**src/rtl/priv_mode_pkg.sv**
```systemverilog
package priv_mode_pkg;

  typedef enum logic [1:0] {
    VEC_RST = 2'd0,
    VEC_EXC = 2'd1,
    VEC_IRQ = 2'd2,
    VEC_BRK = 2'd3
  } vec_sel_e;

  localparam int unsigned VEC_STRIDE = 8;

  function automatic int unsigned vec_offset(input vec_sel_e s);
    return int'(s) * VEC_STRIDE;
  endfunction

  function automatic logic cfg_unpriv_ext(input int unsigned cfg);
    return cfg >= 2;
  endfunction

endpackage

```
**src/rtl/priv_exit_arb.sv**
```systemverilog
module priv_exit_arb
  import priv_mode_pkg::*;
#(
  parameter int unsigned      ADDR_W   = 32,
  parameter logic [ADDR_W-1:0] VEC_BASE = '0
) (
  input  logic              dbg_rst,
  input  logic              brk_evt,
  input  logic              exc_evt,
  input  logic              irq_evt,
  input  logic              brl_evt,
  input  logic [ADDR_W-1:0] brl_target,
  input  logic              swb_evt,
  input  logic [ADDR_W-1:0] swb_target,
  input  logic              user_mode,
  output logic              exit_save,
  output logic              syscall,
  output vec_sel_e          cause
);

  function automatic logic at_offset(input logic [ADDR_W-1:0] tgt, input vec_sel_e s);
    return tgt == (VEC_BASE + ADDR_W'(vec_offset(s)));
  endfunction

  logic brl_sys, swb_lo, swb_hi;
  assign brl_sys = brl_evt && user_mode && at_offset(brl_target, VEC_EXC);
  assign swb_lo  = swb_evt && at_offset(swb_target, VEC_EXC);
  assign swb_hi  = swb_evt && at_offset(swb_target, VEC_BRK);

  always_comb begin
    exit_save = 1'b1;
    syscall   = 1'b0;
    cause     = VEC_RST;
    if (dbg_rst) begin
      exit_save = 1'b0;
    end else if (brk_evt) begin
      cause = VEC_BRK;
    end else if (exc_evt) begin
      cause = VEC_EXC;
    end else if (irq_evt) begin
      cause = VEC_IRQ;
    end else if (brl_sys) begin
      cause   = VEC_EXC;
      syscall = 1'b1;
    end else if (swb_lo) begin
      cause = VEC_EXC;
    end else if (swb_hi) begin
      cause = VEC_BRK;
    end else begin
      exit_save = 1'b0;
    end
  end

endmodule

```
**src/rtl/priv_ext_gate.sv**
```systemverilog
module priv_ext_gate
  import priv_mode_pkg::*;
#(
  parameter int unsigned PRIV_CFG = 0
) (
  input  logic ext_acc,
  input  logic user_mode,
  output logic priv_trap,
  output logic mmu_bypass
);

  generate
    if (cfg_unpriv_ext(PRIV_CFG)) begin : g_unpriv
      assign mmu_bypass = ext_acc;
      assign priv_trap  = 1'b0;
    end else begin : g_priv
      assign mmu_bypass = 1'b0;
      assign priv_trap  = ext_acc && user_mode;
    end
  endgenerate

endmodule

```
**src/rtl/priv_mode_regs.sv**
```systemverilog
module priv_mode_regs
  import priv_mode_pkg::*;
(
  input  logic     clk,
  input  logic     rst_n,
  input  logic     dbg_rst,
  input  logic     exit_save,
  input  logic     syscall,
  input  vec_sel_e cause,
  input  logic     rte_evt,
  input  logic     set_saved,
  input  logic     set_user,
  input  logic     set_virt,
  output logic     user_mode,
  output logic     virt_mode,
  output logic     saved_user,
  output logic     saved_virt,
  output vec_sel_e vec_sel,
  output logic     vec_stb,
  output logic     syscall_stb
);

  always_ff @(posedge clk or negedge rst_n) begin
    if (!rst_n) begin
      user_mode   <= 1'b0;
      virt_mode   <= 1'b0;
      saved_user  <= 1'b0;
      saved_virt  <= 1'b0;
      vec_sel     <= VEC_RST;
      vec_stb     <= 1'b0;
      syscall_stb <= 1'b0;
    end else begin
      vec_stb     <= 1'b0;
      syscall_stb <= 1'b0;
      if (dbg_rst) begin
        user_mode  <= 1'b0;
        virt_mode  <= 1'b0;
        saved_user <= 1'b0;
        saved_virt <= 1'b0;
        vec_sel    <= VEC_RST;
        vec_stb    <= 1'b1;
      end else if (exit_save) begin
        saved_user  <= user_mode;
        saved_virt  <= virt_mode;
        user_mode   <= 1'b0;
        virt_mode   <= 1'b0;
        vec_sel     <= cause;
        vec_stb     <= 1'b1;
        syscall_stb <= syscall;
      end else if (rte_evt) begin
        user_mode  <= saved_user;
        virt_mode  <= saved_virt;
        saved_user <= 1'b0;
        saved_virt <= 1'b0;
      end else if (set_saved) begin
        saved_user <= set_user;
        saved_virt <= set_virt;
      end
    end
  end

endmodule

```
**src/rtl/priv_mode_ctrl.sv**
```systemverilog
module priv_mode_ctrl
  import priv_mode_pkg::*;
#(
  parameter int unsigned       ADDR_W   = 32,
  parameter logic [ADDR_W-1:0] VEC_BASE = '0,
  parameter int unsigned       PRIV_CFG = 0
) (
  input  logic              clk,
  input  logic              rst_n,
  input  logic              dbg_rst,
  input  logic              brk_evt,
  input  logic              exc_evt,
  input  logic              irq_evt,
  input  logic              brl_evt,
  input  logic [ADDR_W-1:0] brl_target,
  input  logic              swb_evt,
  input  logic [ADDR_W-1:0] swb_target,
  input  logic              rte_evt,
  input  logic              set_saved,
  input  logic              set_user,
  input  logic              set_virt,
  input  logic              ext_acc,
  output logic              user_mode,
  output logic              virt_mode,
  output logic              saved_user,
  output logic              saved_virt,
  output logic [1:0]        vec_sel,
  output logic              vec_stb,
  output logic              syscall_stb,
  output logic              priv_trap,
  output logic              mmu_bypass
);

  logic     exit_save;
  logic     syscall;
  vec_sel_e cause;
  vec_sel_e vec_sel_q;

  priv_exit_arb #(.ADDR_W(ADDR_W), .VEC_BASE(VEC_BASE)) u_arb (
    .dbg_rst    (dbg_rst),
    .brk_evt    (brk_evt),
    .exc_evt    (exc_evt),
    .irq_evt    (irq_evt),
    .brl_evt    (brl_evt),
    .brl_target (brl_target),
    .swb_evt    (swb_evt),
    .swb_target (swb_target),
    .user_mode  (user_mode),
    .exit_save  (exit_save),
    .syscall    (syscall),
    .cause      (cause)
  );

  priv_mode_regs u_regs (
    .clk         (clk),
    .rst_n       (rst_n),
    .dbg_rst     (dbg_rst),
    .exit_save   (exit_save),
    .syscall     (syscall),
    .cause       (cause),
    .rte_evt     (rte_evt),
    .set_saved   (set_saved),
    .set_user    (set_user),
    .set_virt    (set_virt),
    .user_mode   (user_mode),
    .virt_mode   (virt_mode),
    .saved_user  (saved_user),
    .saved_virt  (saved_virt),
    .vec_sel     (vec_sel_q),
    .vec_stb     (vec_stb),
    .syscall_stb (syscall_stb)
  );

  assign vec_sel = vec_sel_q;

  priv_ext_gate #(.PRIV_CFG(PRIV_CFG)) u_ext (
    .ext_acc    (ext_acc),
    .user_mode  (user_mode),
    .priv_trap  (priv_trap),
    .mmu_bypass (mmu_bypass)
  );

endmodule

```
**config.mk**
```make
export PLATFORM = sky130hd
export DESIGN_NAME = priv_mode_ctrl
export DESIGN_NICKNAME = d
export VERILOG_FILES = /design/src/rtl/priv_mode_pkg.sv /design/src/rtl/priv_exit_arb.sv /design/src/rtl/priv_ext_gate.sv /design/src/rtl/priv_mode_regs.sv /design/src/rtl/priv_mode_ctrl.sv
export SDC_FILE = /design/constraint.sdc
export NUM_CORES = 1
export LEC_CHECK = 0
export ABC_CLOCK_PERIOD_IN_PS = 3250
export BUFFER_PORTS_ARGS = -buffer_cell sky130_fd_sc_hd__buf_2
export CAP_MARGIN = 5
export CELL_PAD_IN_SITES_DETAIL_PLACEMENT = 0
export CELL_PAD_IN_SITES_GLOBAL_PLACEMENT = 1
export CORE_ASPECT_RATIO = 1.5
export CORE_MARGIN = 10
export CORE_UTILIZATION = 19
export DETAILED_ROUTE_END_ITERATION = 8
export GPL_ROUTABILITY_DRIVEN = 0
export PLACE_DENSITY = 0.92
export SLEW_MARGIN = 20
export SYNTH_ARGS = -nofsm -noshare
export SYNTH_HDL_FRONTEND = slang
export SYNTH_SLANG_ARGS = --single-unit
```
**constraint.sdc**
```tcl
create_clock -name clk -period 3.25 [get_ports clk]
set_input_delay 0 -clock clk [delete_from_list [all_inputs] [get_ports clk]]
set_output_delay 0 -clock clk [all_outputs]
set_load 0.02 [all_outputs]
```
# Word level (Yosys, flattened, before mapping)
# Index checks and enable logic that the tools add are counted.
op_classes:
  muxes: 37
  reduce_logical: 8
  eq_ne: 3
ops:
  columns: ["operator", "n"]
  rows:
  - ["32-bit by 4-bit equality test with 1-bit output (second input constant)", 2]
  - ["32-bit by 5-bit equality test with 1-bit output (second input constant)", 1]
  - ["1-bit 2-to-1 mux", 29]
  - ["2-bit 2-to-1 mux", 8]
  - ["1-bit logical AND", 5]
  - ["4-bit nonzero test", 1]
  - ["3-bit nonzero test", 1]
  - ["2-bit nonzero test", 1]
totals:
  out_inout_bits: 10
  register_bits: 8
  in_bits: 77
  word_cells: 55

# Longest topological paths before layout
depth:
  depth_word: 11
  depth_mapped: 5
  ltp_nobuf: 5

# By module
# From an unflattened synthesis, not the netlist that was laid out.
hier_totals:
  cells_unflattened: 68
  area_unflattened_um2: 621.8
by_module_without_submodules:
  columns: ["mod", "instances", "seq_area_each_um2", "area_each_um2", "cells_each"]
  rows:
  - ["priv_mode_regs", 1, 200.2, 341.6, 29]
  - ["priv_exit_arb", 1, 0.0, 262.8, 36]
  - ["priv_ext_gate", 1, 0.0, 17.5, 3]

# Worst setup path before layout
# No wires, ideal clock.
synth_timing:
  path_kind: "register to register"
  startpoint: "register u_regs.user_mode"
  endpoint: "register u_regs.saved_user"
  t_arrival_ns: 1.693
  required_ns: 3.125
  period_less_slack_ns: 1.818
  setup_slack_ns: 1.432
  n_path_buf: 0
  setup_time_ns: 0.125
  path_stages_with_launch: 6
  cell_sequence: "dfrtp_1 > nor4b_2 > nand3_1 > or3_4 > a31o_2 > mux2_4"
synth_between:
  elab_chain_len: 9
  elab_cells_between_ends: 10
  cone_classes: "7 x mux; 3 x reduce/logical"
synth_rtl:
  columns: ["item", "line_no", "text"]
  rows:
  - ["from (decl)", "priv_mode_regs.sv:14", "output logic user_mode,"]
  - ["from (signal assigned)", "priv_mode_regs.sv:51", "user_mode <= saved_user;"]
  - ["1-bit logical AND (2 in a row)", "priv_exit_arb.sv:26", "assign brl_sys = brl_evt && user_mode && at_offset(brl_target, VEC_EXC);"]
  - ["1-bit 2-to-1 mux", "priv_exit_arb.sv:42", "end else if (brl_sys) begin"]
  - ["1-bit 2-to-1 mux", "priv_exit_arb.sv:40", "end else if (irq_evt) begin"]
  - ["1-bit 2-to-1 mux", "priv_exit_arb.sv:38", "end else if (exc_evt) begin"]
  - ["1-bit 2-to-1 mux", "priv_exit_arb.sv:36", "end else if (brk_evt) begin"]
  - ["1-bit 2-to-1 mux", "priv_exit_arb.sv:34", "if (dbg_rst) begin"]
  - ["1-bit 2-to-1 mux", "priv_mode_regs.sv:42", "end else if (exit_save) begin"]
  - ["1-bit 2-to-1 mux", "priv_mode_regs.sv:35", "if (dbg_rst) begin"]
  - ["to (signal assigned)", "priv_mode_regs.sv:43", "saved_user <= user_mode;"]
  - ["to (signal assigned)", "priv_mode_regs.sv:56", "saved_user <= set_user;"]
  - ["to (decl)", "priv_mode_regs.sv:16", "output logic saved_user,"]
# Parallel ways exist; a longest one is shown, timed or not.
# A chain may end at the register's enable or synchronous reset.

# Worst setup path in the final report
layout_timing:
  startpoint: "register u_regs.user_mode"
  endpoint: "register u_regs.saved_virt"
layout_between:
  elab_chain_len: 9
  elab_cells_between_ends: 10
  cone_classes: "7 x mux; 3 x reduce/logical"
layout_rtl:
  columns: ["item", "line_no", "text"]
  rows:
  - ["1-bit logical AND (*) (2 in a row)", "priv_exit_arb.sv:26", null]
  - ["1-bit 2-to-1 mux (*)", "priv_exit_arb.sv:42", null]
  - ["1-bit 2-to-1 mux (*)", "priv_exit_arb.sv:40", null]
  - ["1-bit 2-to-1 mux (*)", "priv_exit_arb.sv:38", null]
  - ["1-bit 2-to-1 mux (*)", "priv_exit_arb.sv:36", null]
  - ["1-bit 2-to-1 mux (*)", "priv_exit_arb.sv:34", null]
  - ["1-bit 2-to-1 mux", "priv_mode_regs.sv:42", null]
  - ["1-bit 2-to-1 mux", "priv_mode_regs.sv:35", null]
  - ["to (signal assigned)", "priv_mode_regs.sv:44", "saved_virt <= virt_mode;"]
  - ["to (signal assigned)", "priv_mode_regs.sv:57", "saved_virt <= set_virt;"]
  - ["to (decl)", "priv_mode_regs.sv:17", "output logic saved_virt,"]
# Every way passes the cells marked *; elsewhere a longest branch is shown, timed or not.

==> metrics.cfg <==
[run_status]
status=complete, no violations

[clocking]
cts_inserted_buffers=3
root_buffer=clkbuf_8
htree_levels=1
clkLatencyLatePin_ns=0.23
clock_path_buffers=2
clock_sinks=8
cts_setup_buffers=0
clk_pin_slew_ns=0.04
cts_tree=built

[timing]
slew_viol_final=0
finalSetupViolCount=0
timing.final.crit_share_pct=54.4
finClkSkew_ns=0.000740
min_period_ns=1.77
max_freq_ghz=0.566
tns_ns=0
finalHoldViolCount=0
rsz0062_at_grt=no
fin_ws_ns=1.48

[logic_synthesis]
synth_area_leaders=dfrtp_1, nor4_1, nor4b_2, mux2i_1, mux2_4
netlist_instances=60
synth_top_area_share_pct=34.6
synth-xor-area-share_pct=0
synth_top_family_by_area=simple AND/OR/NAND/NOR gates
yosysWarnings=0
yosysTopAreaCell=dfrtp_1
synth_flop_cell=dfrtp_1
synth_simple_gate_area_share_pct=41.6
synth_most_common_cell=nor4_1
async_reset_ff_share_pct=100
synth-seq-area-share_pct=34.6
syn_area_per_cell_um2=9.63
synthMuxAreaShare_pct=12.1
synth_edf_count=0
synth_compound_area_share_pct=7.79
syn_area_um2=578
synth_nets=137
synth_fa_ha_area_share_pct=0
ys_types=25
synthTopCellsByCount=nor4_1, dfrtp_1, nor2_1
yosys_register_bits=8

[route]
viasPerCell=4.49
first_iter_violations=8
drc=0
vias=839
avgRoutedWirePerCell_um=13.9
drt-pass1-iter-count=2
ant_nets=0
wl_um=2600

[worst_setup_path]
path_delay_family=simple AND/OR/NAND/NOR gates
crit_type=flip-flop to flip-flop
max_stage_delay_ns=0.41
worstPathRequired_ns=3.36
slowest_stage=or3_4
critPathBufInv=0
path_max_fanout=5
worstSetupEndpointType=flip-flop
arrival_ns=1.88
crit_path_start_kind=flip-flop
crit_chain=nor4b_2, nand3_1, or3_4, a31o_2, mux2_4

[global_routing]
grt_pass1_wl_um=4340
grt_max_degree=9
overflow=0
grt_pass1_vias=1063
grt_use_total_pct=9.40
antenna_found_initial=0

[power]
p_sw_share_pct=23.6
internal-power_uw=228
power.leakage_uw=0.000572
p_sw_uw=70.2
power_frac_clock_pct=39.8
powerDensity_nw_per_um2=272
vdd_drop_max_v=0.000125
power_frac_seq_pct=34.9
comb_power_share_pct=25.3
power.total_uw=298

[hold_path]
min_path_type=input port to flip-flop

[cells_and_area]
antenna_cells=0
nNetsFinal=227
drive_above_1_share_pct=65.5
syn_to_final_growth_pct=89.6
layoutNonFillerInstCount=187

[placement]
place.port_buffers=85
post-place-cells=183
hpwl_um=2440
dp_slack_ns=1.47

[die]
die_y_um=87.6
fp-row-count=24
boundaryPins=87
start_util_pct=19.8
die_area_um2=5690
die_w_um=65.0
core_area_um2=2910

[run]
maxCapViolations=0

-- metrics by stage --
stage	hold slack, ns	instance area, um^2	util, %
3_3_place_gp	-0.153	1040	35.9
4_1_cts	0.000205	1100	37.6
3_5_place_dp	-0.151	1040	35.9
2_1_floorplan	-0.296	578	-
6_report	0.00410	1100	37.6
5_1_grt	0.0183	1100	37.6
-- final timing paths --
| kind | from | to | slack, ns | cells after the start |
|---|---|---|---|---|
| hold reg to reg | u_regs.saved_virt | u_regs.virt_mode | 0.54 | 2 |
| setup reg to reg | u_regs.user_mode | u_regs.saved_virt | 1.48 | 5 |
| hold / removal | dbg_rst | u_regs.vec_sel[0] | 0.004 | 2 |
| min in group asynchronous | rst_n | u_regs.virt_mode | 0.15 | 2 |
| setup / recovery | u_regs.user_mode | u_regs.saved_virt | 1.48 | 5 |
| max in group asynchronous | rst_n | u_regs.vec_sel[0] | 2.94 | 2 |
-- power groups by stage --
stage                     Combinational (uW)  Sequential, uW  Clock, uW
after global routing                    84.8             104        127
after detailed placement                75.3             105          0
after floorplan                         17.3             109          0
after global placement                  74.5             105          0
final                                   75.4             104        118
after CTS                               76.3             104        120
-- state kept, by name (all words and copies together) (netlist names) --
name / flops
u_regs.virt_mode: 1
u_regs.saved_user: 1
u_regs.saved_virt: 1
u_regs.user_mode: 1
u_regs.vec_sel: 2
u_regs.syscall_stb: 1
u_regs.vec_stb: 1
-- layer usage --
metal	part of all wire [%]	wire (um)	vias up	track usage, %
li1	-	-	414	-
met1	36	944	356	9.15
met2	45	1170	65	15.1
met3	18	459	4	7.29
met4	1.0	26	0	2.93
met5	0	0	-	0
-- logic make-up (layout without fill, tap and decap cells) --
kind of cell           count (synthesis)  count (layout)
other                                  1               1
AO/OA/AOI/OAI                          6               6
flip-flops                             8               8
buffers and inverters                  4              92
AND/OR/NAND/NOR                       35              35
multiplexers                           6               6
-- repair_timing --
item	CTS	global route
hold buffers	1	0
gates resized for setup	0	0
endpoints found under the hold margin	8	0
-- layout make-up --
type	instances	area, um^2
inverter	3	11.3
tap	39	48.8
timing repair buffer	86	435
clock buffer	3	41.3
multi-input combinational	48	359
sequential	8	200
fill	318	1820
-- cells in the final DEF (no fill, tap or decap) --
master         synthesis  routed
mux2_4                 2       2
conb_1                 1       1
or3_4                  1       1
and2_1                 1       1
nor3_1                 3       3
a31o_2                 2       2
nand2b_1               1       1
dfrtp_1                8       8
nand3_1                1       1
a21oi_1                1       1
nor2_1                 6       6
o22ai_1                1       1
a41oi_1                1       1
nand4_1                3       3
clkbuf_8               0       3
dlygate4sd3_1          0       1
nor4_2                 1       1
or2_1                  1       1
nor4_1                10      10
mux2i_1                4       4
nand3b_1               1       1
inv_1                  3       3
nor4b_1                2       2
buf_2                  0      85
a21o_1                 1       1
nand2_1                1       1
nor4b_2                3       3
Power figures use the tool's default switching activity.
